[config.mk]
export PLATFORM = sky130hd
export DESIGN_NAME = manchester_rx
export DESIGN_NICKNAME = d
export VERILOG_FILES = /design/src/rtl/mrx_pkg.sv /design/src/rtl/mrx_sync.sv /design/src/rtl/mrx_timer.sv /design/src/rtl/mrx_frame.sv /design/src/rtl/manchester_rx.sv
export SDC_FILE = /design/constraint.sdc
export NUM_CORES = 1
export LEC_CHECK = 0
export ABC_CLOCK_PERIOD_IN_PS = 8350
export BUFFER_PORTS_ARGS = -buffer_cell sky130_fd_sc_hd__clkbuf_2
export CAP_MARGIN = 20
export CORE_UTILIZATION = 55
export CTS_CLUSTER_DIAMETER = 60
export CTS_CLUSTER_SIZE = 40
export DETAILED_ROUTE_END_ITERATION = 8
export GPL_TIMING_DRIVEN = 0
export PLACE_DENSITY = 0.77
export SETUP_SLACK_MARGIN = 0.05
export SLEW_MARGIN = 20
export SYNTH_ARGS = -nofsm -noshare
export SYNTH_HDL_FRONTEND = slang
export SYNTH_HIERARCHICAL = 1
export SYNTH_SLANG_ARGS = --single-unit
[constraint.sdc]
create_clock -name clk -period 8.35 [get_ports clk]
set_clock_uncertainty 0.1 [all_clocks]
set_input_delay 0.835 -clock clk [delete_from_list [all_inputs] [get_ports clk]]
set_output_delay 0.835 -clock clk [all_outputs]
set_load 0.03 [all_outputs]
[src/rtl/mrx_pkg.sv]
package mrx_pkg;

    typedef enum logic {
        S_HUNT = 1'b0,
        S_DATA = 1'b1
    } rx_state_t;

    typedef struct packed {
        logic valid;
        logic err;
        logic f17;
    } rx_evt_t;

    typedef struct packed {
        logic edge_seen;
        logic level;
    } line_evt_t;

endpackage

[src/rtl/mrx_sync.sv]
module mrx_sync #(
    parameter int STAGES = 2
) (
    input  logic                clk,
    input  logic                rst,
    input  logic                rx_in,
    output mrx_pkg::line_evt_t  ev
);
    logic [STAGES-1:0] chain;
    logic              last;

    generate
        for (genvar i = 0; i < STAGES; i++) begin : g_stage
            if (i == 0) begin : g_first
                always_ff @(posedge clk) begin
                    if (rst) chain[0] <= 1'b1;
                    else     chain[0] <= rx_in;
                end
            end else begin : g_next
                always_ff @(posedge clk) begin
                    if (rst) chain[i] <= 1'b1;
                    else     chain[i] <= chain[i-1];
                end
            end
        end
    endgenerate

    always_ff @(posedge clk) begin
        if (rst) last <= 1'b1;
        else     last <= chain[STAGES-1];
    end

    always_comb begin
        ev.level     = chain[STAGES-1];
        ev.edge_seen = chain[STAGES-1] ^ last;
    end
endmodule

[src/rtl/mrx_timer.sv]
module mrx_timer #(
    parameter int CNT_W = 16
) (
    input  logic             clk,
    input  logic             rst,
    input  logic             active,
    input  logic             restart,
    input  logic [CNT_W-1:0] limit,
    output logic             window,
    output logic             timeout
);
    localparam logic [CNT_W-1:0] CNT_MAX = '1;

    logic [CNT_W-1:0] cnt;
    logic             down;
    logic [CNT_W-1:0] n1;
    logic [CNT_W-1:0] quarter;

    assign n1      = limit >> 1;
    assign quarter = limit >> 2;

    always_ff @(posedge clk) begin
        if (rst) begin
            cnt  <= '0;
            down <= 1'b0;
        end else if (restart) begin
            cnt  <= n1;
            down <= 1'b1;
        end else if (!active) begin
            cnt  <= '0;
            down <= 1'b0;
        end else if (down) begin
            if (cnt <= 1) begin
                cnt  <= '0;
                down <= 1'b0;
            end else begin
                cnt <= cnt - 1'b1;
            end
        end else if (cnt != CNT_MAX) begin
            cnt <= cnt + 1'b1;
        end
    end

    assign window  = active && !down && (cnt >= quarter);
    assign timeout = active && !down && (cnt >= limit);

    // while the counter runs down, the window stays closed
    assert_closed_on_down_R4: assert property (@(posedge clk) disable iff (rst)
        restart |=> !window);
endmodule

[src/rtl/mrx_frame.sv]
module mrx_frame #(
    parameter int MAX_BITS = 16,
    parameter int LEN_W    = $clog2(MAX_BITS + 1)
) (
    input  logic                  clk,
    input  logic                  rst,
    input  mrx_pkg::line_evt_t    ev,
    input  logic                  window,
    input  logic                  timeout,
    input  logic [LEN_W-1:0]      len,
    input  logic                  long_mode,
    output logic                  restart,
    output logic                  active,
    output logic [MAX_BITS:0]     word,
    output mrx_pkg::rx_evt_t      evt
);
    import mrx_pkg::*;

    localparam int WORD_W = MAX_BITS + 1;
    localparam int BIT_W  = $clog2(WORD_W + 1);
    localparam logic [BIT_W-1:0] FULL = BIT_W'(WORD_W);
    localparam logic [BIT_W-1:0] BASE = BIT_W'(MAX_BITS);

    rx_state_t         state;
    logic [BIT_W-1:0]  idx;
    logic [WORD_W-1:0] acc;
    logic [WORD_W-1:0] acc_next;
    logic [BIT_W-1:0]  target;
    logic              take;

    assign active = (state == S_DATA);
    assign target = long_mode ? FULL : BIT_W'(len);
    assign take   = active && ev.edge_seen && window;

    always_comb begin
        restart = take || (!active && ev.edge_seen && !ev.level);
        acc_next = acc;
        acc_next[idx] = ev.level;
    end

    always_ff @(posedge clk) begin
        if (rst) begin
            state <= S_HUNT;
            idx   <= '0;
            acc   <= '0;
            word  <= '0;
            evt   <= '0;
        end else begin
            evt.valid <= 1'b0;
            evt.err   <= 1'b0;
            if (!active) begin
                if (ev.edge_seen && !ev.level) begin
                    state <= S_DATA;
                    idx   <= '0;
                    acc   <= '0;
                end
            end else if (take) begin
                acc <= acc_next;
                idx <= idx + 1'b1;
                if (idx + 1'b1 == target) begin
                    word      <= acc_next;
                    evt.valid <= 1'b1;
                    evt.f17   <= (idx + 1'b1 == FULL);
                    state     <= S_HUNT;
                end
            end else if (timeout) begin
                state <= S_HUNT;
                if (long_mode && idx == BASE) begin
                    word      <= acc;
                    evt.valid <= 1'b1;
                    evt.f17   <= 1'b0;
                end else begin
                    evt.err <= 1'b1;
                end
            end
        end
    end

    assert_valid_single_R3: assert property (@(posedge clk) disable iff (rst)
        evt.valid |=> !evt.valid);
    assert_valid_idle_R3: assert property (@(posedge clk) disable iff (rst)
        evt.valid |-> state == S_HUNT);
    assert_err_no_valid_R5: assert property (@(posedge clk) disable iff (rst)
        !(evt.err && evt.valid));
    assert_err_idle_R5: assert property (@(posedge clk) disable iff (rst)
        evt.err |-> state == S_HUNT);
    assert_flag_with_valid_R6: assert property (@(posedge clk) disable iff (rst)
        $rose(evt.f17) |-> evt.valid);
    assert_top_bit_clear_R7: assert property (@(posedge clk) disable iff (rst)
        (evt.valid && !evt.f17) |-> !word[MAX_BITS]);
endmodule

[src/rtl/manchester_rx.sv]
module manchester_rx #(
    parameter int CNT_W    = 16,
    parameter int MAX_BITS = 16,
    parameter int SYNC_N   = 2,
    parameter int LEN_W    = $clog2(MAX_BITS + 1)
) (
    input  logic                clk,
    input  logic                rst,
    input  logic                rx_in,
    input  logic [CNT_W-1:0]    limit,
    input  logic [LEN_W-1:0]    data_len,
    input  logic                long_mode,
    output logic [MAX_BITS:0]   word,
    output logic                valid,
    output logic                flag17,
    output logic                err
);
    import mrx_pkg::*;

    line_evt_t ev;
    rx_evt_t   evt;
    logic      window;
    logic      timeout;
    logic      restart;
    logic      active;

    mrx_sync #(.STAGES(SYNC_N)) u_sync (
        .clk(clk), .rst(rst), .rx_in(rx_in), .ev(ev)
    );

    mrx_timer #(.CNT_W(CNT_W)) u_timer (
        .clk(clk), .rst(rst), .active(active), .restart(restart),
        .limit(limit), .window(window), .timeout(timeout)
    );

    mrx_frame #(.MAX_BITS(MAX_BITS), .LEN_W(LEN_W)) u_frame (
        .clk(clk), .rst(rst), .ev(ev), .window(window), .timeout(timeout),
        .len(data_len), .long_mode(long_mode), .restart(restart),
        .active(active), .word(word), .evt(evt)
    );

    assign valid  = evt.valid;
    assign flag17 = evt.f17;
    assign err    = evt.err;
endmodule

==> results of run 1 <==
## sequential cells by signal, summed over array words and instances (netlist names)
name            cells
u_sync/last         1
u_sync/chain        1
u_frame/word       17
u_timer/down        1
u_timer/cnt        16
u_frame/idx         5
u_frame/acc        17
u_frame/evt         3
u_sync/ev           1
u_frame/active      1
## cell families after synthesis
group | Yosys count
AOI/OAI and AO/OA | 185
buffers and inverters | 78
xor gates and xnor gates | 18
muxes | 17
DFF | 63
and+or+nand+nor | 189
adders and majority gates | 37
## critical path: cells and delay by family (launching register included)
family          cells  cell delay, ps
buf+inv             6            1750
flops               1             380
fa+ha+maj           1             300
compound gates      6            1200
simple gates        5            1140
## stage by stage
step / util / std cells / hold slack, ps / setup slack [ps]
finish: 0.634 / 751 / 323 / 3400
global route: 0.634 / 751 / 334 / 2980
CTS: 0.634 / 751 / 329 / 3450
detailed placement: 0.609 / 735 / 311 / 3400
global placement: 0.609 / 735 / 296 / 3470
floorplan: - / 587 / 285 / 4420
## routing by layer
metal / part of all wire / vias to the layer above
li1: - / 2251
met3: 0.080 / 14
met1: 0.46 / 2161
met4: 0.0079 / 0
met2: 0.45 / 190
met5: 0 / -
## area by class of cell
| cell class | count | area (µm²) | share of cell area |
|---|---|---|---|
| multi-input combinational | 446 | 2990 | 0.575 |
| inverter | 28 | 105 | 0.0202 |
| buffer | 50 | 300 | 0.0577 |
| tap | 105 | 131 | 0.0252 |
| timing repair buffer | 43 | 215 | 0.0413 |
| clock buffer | 9 | 124 | 0.0238 |
| clock inverter | 7 | 77.6 | 0.0149 |
| sequential | 63 | 1260 | 0.242 |
## power breakdown
group          leakage [µW]  internal [µW]  switching [µW]
Clock              0.000101            141             135
Sequential         0.000508            301            1.28
Combinational       0.00149           17.2            27.8
Total               0.00209            459             164
## final timing paths
kind | startpoint | endpoint | slack, ps
setup / recovery | u_timer/cnt[0] | u_timer/cnt[4] | 3400
setup reg to reg | u_timer/cnt[0] | u_timer/cnt[4] | 3400
hold reg to reg | u_sync/chain[0] | u_sync/ev[0] | 320
hold / removal | u_sync/chain[0] | u_sync/ev[0] | 320
## synthesized netlist by cell type, types with 15 or more instances
cell	count	area share
nor2_1	33	0.027
a21oi_1	60	0.064
inv_1	28	0.023
dfxtp_1	63	0.27
o21ai_0	43	0.046
nand3_1	18	0.019
nand2_1	53	0.043
clkbuf_1	29	0.023
ha_1	37	0.099
nor3_1	17	0.018
a211oi_1	27	0.044
mux2i_1	15	0.032
==> metrics.md, run 1 <==
| Metric | Value |
|---|---|
| Status | finished, final reports clean |
| Vias in the first global route | 4189 |
| Total gr overflow | 0 |
| Slowest CP cell | clkdlybuf4s15_1 |
| Vias | 4616 |
| Dpl hpwl | 9500 µm |
| Post-synth cell types | 68 |
| HP Class | reg -> reg |
| RSZ-0062 raised after global routing | false |
| Critical path arrival | 5110 ps |
| Mux cell area share after synthesis | 0.0371 |
| Worst-Margin Slew | 912 ps |
| GR Util met3 | 0.0566 |
| Worst vdd rail ir drop | 0.105 mV |
| Reg2Reg Depth | 18 |
| DRC viols | 0 |
| WS Path Type | reg -> reg |
| Yosys reg bits | 63 |
| Gr usage total | 0.301 |
| Post-synthesis sequential area ratio | 0.271 |
| First-pass GRT wire length | 20700 µm |
| Share of cells above drive strength 1 | 0.152 |
| Total of max-cap violations | 0 |
| Syn Area/Cell | 7.94 µm² |
| Latest clock arrival within the worst-skew pair | 350 ps |
| Drt first-iter violations | 358 |
| Max transition margin | 0.390 |
| Yosys warnings | 6 |
| P_leak | 0.00209 µW |
| Hold Path Depth | 1 |
| DR vias/cell | 6.15 |
| Full die area | 8840 µm² |
| Post-CTS sizing | 0 |
| Drt pass-1 iters | 5 |
| Largest family of logic cells by synthesized area | compound AO/OA/AOI/OAI gates |
| Max-slew violation count | 0 |
| CP Data Required Time | 8510 ps |
| Cts bufs inserted | 9 |
| Leading cell type in the layout, fill and taps excluded | dfxtp_1 |
| Synth Instances | 587 |
| Antenna Cells | 0 |
| Die H | 94.0 µm |
| Clock Path Buffers | 2 |
| ANT nets after route | 0 |
| Clk slew on worst S/H paths | 80 ps |
| Initial antenna violation count | 0 |
| CP max FO | 10 |
| Drt wl/cell | 17.1 µm |
| Final min period | 4950 ps |
| Compound-gate portion of the synthesized area | 0.260 |
| Final #Nets | 703 |
| Worst-path cell chain | clkbuf_1 -> inv_1 -> ha_1 -> nand2b_1 -> a21oi_1 -> nor2b_1 -> o21ai_0 -> a211o_1 -> a221oi_1 -> and2_1 -> o21ai_0 -> clkbuf_1 -> inv_1 -> clkbuf_1 -> nor2b_1 -> or2b_2 -> clkdlybuf4s15_1 -> o21ai_0 |
| Largest net degree at the start of global routing | 16 |
| Total setup buffers inserted after CTS | 0 |
| Fill count | 749 |
| CTS tree | yes |
| Area of the core | 8220 µm² |
| Synth Area in XOR/XNOR | 0.0368 |
| Overall Power | 623 µW |
| Synthesized Nets | 649 |
| Period utilization | 0.592 |
| Placer Congestion | 0.936 |
| Routed WL | 12800 µm |
| Global routing's busiest layer | met2 |
| Crit path launch type | flip-flop |
| H-tree depth | 3 |
| Final Instance Area | 5210 µm² |
| M1 GR Usage | 0.431 |
| Initial Utilization | 0.567 |
| Top FF cell, synth | dfxtp_1 |
| Async set-reset flop share out of synthesis | 0 |
| Port Buf Inserts | 43 |
| Post-Synth Simple-Gate Area | 0.209 |
| DP Area | 5000 µm² |
| Die width | 94.0 µm |
| Setup TNS | 0 ps |
| Kind of end point of the critical path | flip-flop |
| Post-synthesis adder-cell area fraction | 0.0994 |
| Highest Clock Rate | 0.202 GHz |
| Clock Tree Root | clkbuf_8 |
| Grt met2 use | 0.468 |
| Most frequent cells in the layout | 63 x dfxtp_1, 60 x a21oi_1, 53 x nand2_1, 43 x clkbuf_2, 43 x o21ai_0 |
| Power Dens Cells | 120 nW/µm² |
| Cts hold-fix bufs | 0 |
| Area growth from synthesis to layout | 11.8% |
| CP peak stage delay | 420 ps |
| Post-synthesis instance area | 4660 µm² |
| Final Setup Violations | 0 |
| I/O pins | 45 |
| Number of synthesized flops with an enable pin | 0 |
| # clock sinks | 63 |
| Row cnt | 33 |
| Final count of hold timing violations | 0 |
Note: power is estimated with default switching activity, not from simulation.
==> inputs of run 2 (changes only) <==
ABC_CLOCK_PERIOD_IN_PS = 4740   (was 8350)
clock period = 4.74 ns   (was 8.35 ns; I/O delays follow)
==> run 2 against run 1 <==
Design area fell by 0.17%. Setup slack got worse by 3000 ps. Total power increased by 77%. Clock power grew 77%. Register-to-register slack got worse by 3000 ps. Routed wire length is 0.83% higher. Hold slack worse by 110 ps. Via count up 0.82%. Largest power group unchanged.
==> metrics.md, run 2 (synthesized netlist as in run 1, its figures left out) <==
| Metric | Value |
|---|---|
| Drt pass-1 iters | 6 (was 5) |
| Total setup buffers inserted after CTS | 0 (unchanged) |
| Crit Reg-Reg Startpoint | u_timer/cnt[0] (unchanged) |
| Row cnt | 33 (unchanged) |
| Critical path arrival | 4510 ps (was 5110 ps) |
| Final Instance Area | 5200 µm² (was 5210 µm²) |
| Most frequent cells in the layout | 63 x dfxtp_1, 60 x a21oi_1, 53 x nand2_1, 46 x clkbuf_2, 43 x o21ai_0 (was 63 x dfxtp_1, 60 x a21oi_1, 53 x nand2_1, 43 x clkbuf_2, 43 x o21ai_0) |
| Final Setup Violations | 0 (unchanged) |
| Switching pwr | 291 µW (was 164 µW) |
| Vias in the first global route | 4181 (was 4189) |
| Slowest CP cell | dfxtp_1 (was clkdlybuf4s15_1) |
| Finished Core Util | 0.633 (was 0.634) |
| Place WS | -104 ps (was 3400 ps) |
| Worst vdd rail ir drop | 0.185 mV (was 0.105 mV) |
| Register area | 1260 µm² (unchanged) |
| Hold path startpoint | rx_in (was u_sync/chain[0]) |
| Largest net degree at the start of global routing | 16 (unchanged) |
| DRC viols | 0 (unchanged) |
| Final #Nets | 701 (was 703) |
| Status | finished, final reports clean (unchanged) |
| Max transition margin | 0.397 (was 0.390) |
| WS Path Type | reg -> reg (unchanged) |
| Min Hold Slack | 215 ps (was 323 ps) |
| HP Class | in -> reg (was reg -> reg) |
| Internal power | 809 µW (was 459 µW) |
| Placer Congestion | 0.936 (unchanged) |
| DP Area | 5000 µm² (unchanged) |
| R2r setup slk | 390 ps (was 3400 ps) |
| Total of max-cap violations | 0 (unchanged) |
| Period utilization | 0.917 (was 0.592) |
| Crit path launch | u_timer/cnt[0] (unchanged) |
| Worst-Margin Slew | 899 ps (was 912 ps) |
| Reg2Reg Depth | 17 (was 18) |
| Final count of hold timing violations | 0 (unchanged) |
| Hold Path Depth | 2 (was 1) |
| CP max FO | 13 (was 10) |
| Final min period | 4350 ps (was 4950 ps) |
| Biggest regs | u_frame/acc x17, u_frame/word x17, u_timer/cnt x16 (unchanged) |
| Clock Tree Root | clkbuf_8 (unchanged) |
| First-pass GRT wire length | 20700 µm (about the same) |
| Vias | 4654 (was 4616) |
| Multi-input logic area | 3000 µm² (was 2990 µm²) |
| Share of power burned in registers | 0.484 (was 0.486) |
| Kind of end point of the critical path | flip-flop (unchanged) |
| Worst-path cell chain | clkbuf_1 -> inv_1 -> ha_1 -> nand2b_1 -> a21oi_1 -> nor2b_1 -> o21ai_0 -> a211o_1 -> a221oi_1 -> and2_1 -> o21ai_0 -> clkbuf_2 -> inv_1 -> nor2b_2 -> or2b_2 -> clkbuf_2 -> o21ai_0 (was clkbuf_1 -> inv_1 -> ha_1 -> nand2b_1 -> a21oi_1 -> nor2b_1 -> o21ai_0 -> a211o_1 -> a221oi_1 -> and2_1 -> o21ai_0 -> clkbuf_1 -> inv_1 -> clkbuf_1 -> nor2b_1 -> or2b_2 -> clkdlybuf4s15_1 -> o21ai_0) |
| Leading cell type in the layout, fill and taps excluded | dfxtp_1 (unchanged) |
| Port Buf Inserts | 43 (unchanged) |
| Share of cells above drive strength 1 | 0.161 (was 0.152) |
| Dpl cells | 735 (unchanged) |
| I/O pins | 45 (unchanged) |
| Fin cells | 749 (was 751) |
| Fill count | 756 (was 749) |
| Crit path launch type | flip-flop (unchanged) |
| Max-slew violation count | 0 (unchanged) |
| CP Data Required Time | 4910 ps (was 8510 ps) |
| CP peak stage delay | 390 ps (was 420 ps) |
| Total gr overflow | 0 (unchanged) |
| Dpl hpwl | 9500 µm (unchanged) |
| Drt wl/cell | 17.3 µm (was 17.1 µm) |
| Initial Utilization | 0.567 (unchanged) |
| DR vias/cell | 6.21 (was 6.15) |
| Clk slew on worst S/H paths | 80 ps (about the same) |
| Die width | 94.0 µm (unchanged) |
| # clock sinks | 63 (unchanged) |
| Setup ws final | 393 ps (was 3400 ps) |
| Clock Path Buffers | 2 (unchanged) |
| Routed WL | 12900 µm (was 12800 µm) |
| RSZ-0062 raised after global routing | false (unchanged) |
| Power Dens Cells | 212 nW/µm² (was 120 nW/µm²) |
| CTS tree | yes (unchanged) |
| Crit Reg-Reg Endpoint | u_timer/cnt[4] (unchanged) |
| Area of the core | 8220 µm² (unchanged) |
| Instance count on the critical path | 17 (was 18) |
| Kind of cell adding the most delay to the critical path | buffers and inverters (unchanged) |
| Net Sw Frac | 0.264 (was 0.263) |
| Antenna Cells | 0 (unchanged) |
| Clock power share | 0.443 (was 0.442) |
| Worst Path Buf+Inv | 5 (was 6) |
| Area growth from synthesis to layout | 11.6% (was 11.8%) |
| H-tree depth | 3 (unchanged) |
| Cts bufs inserted | 9 (unchanged) |
| Full die area | 8840 µm² (unchanged) |
| ANT nets after route | 0 (unchanged) |
| Drt first-iter violations | 351 (was 358) |
| Setup crit end | u_timer/cnt[4] (unchanged) |
| Die H | 94.0 µm (unchanged) |
| Initial antenna violation count | 0 (unchanged) |
| P_leak | 0.00209 µW (about the same) |
| Highest Clock Rate | 0.230 GHz (was 0.202 GHz) |
| Combinational Power Share | 0.072 (about the same) |
| Latest clock arrival within the worst-skew pair | 350 ps (about the same) |
| Gr usage total | 0.301 (about the same) |
| Crit-path most repeated cell | o21ai_0 |
[run 2: cell types whose count changed in the layout (fill, tap and decap cells not counted), moves of 2 or more]
cell,before,now
clkbuf_1,29,26
clkbuf_2,43,46
nor2b_1,11,9
nor2b_2,0,2
[run 2: how the worst min path moves through the flow]
stage | to | slack [ps]
finish | u_sync/chain[0] | 220
global route | u_sync/chain[0] | 210
CTS | u_sync/chain[0] | 210
detailed placement | u_sync/ev[0] | 310
global placement | u_sync/ev[0] | 300
floorplan | u_sync/ev[0] | 290
[run 2: layer usage]
metal	routed length, µm	part of all wire	global-route usage
met1	6050	0.47	0.429
met2	5700	0.44	0.467
met3	1060	0.082	0.0623
met4	120	0.0093	0.0628
met5	0	0	0
[run 2: layout make-up]
type	instances	area share
Buffer	48	0.0546
Clock buffer	9	0.0238
Clock inverter	7	0.0149
Inverter	28	0.0202
Multi-Input combinational cell	446	0.577
Sequential cell	63	0.243
Tap cell	105	0.0253
Timing Repair Buffer	43	0.0414
[run 2: metrics by stage]
stage	setup TNS (ps)	total power, µW
floorplan	0	594
CTS	0	1110
detailed placement	-719	623
global placement	-234	620
global route	0	1130
finish	0	1100
[run 2: power by group through the flow]
| stage | logic, µW | registers (µW) | clock network, µW |
|---|---|---|---|
| after floorplan | 49.5 | 545 | 0 |
| after global placement | 75.1 | 545 | 0 |
| after detailed placement | 78.0 | 545 | 0 |
| after CTS | 78.7 | 533 | 493 |
| after global routing | 88.4 | 533 | 511 |
| final | 79.5 | 533 | 488 |
[run 2: timing repair]
item                                    4_1_cts  5_1_grt
pin swaps                                     0        0
gates cloned                                  0        0
gates resized for setup                       2        5
endpoints found under the setup margin       11       22
hold buffers                                  0        0
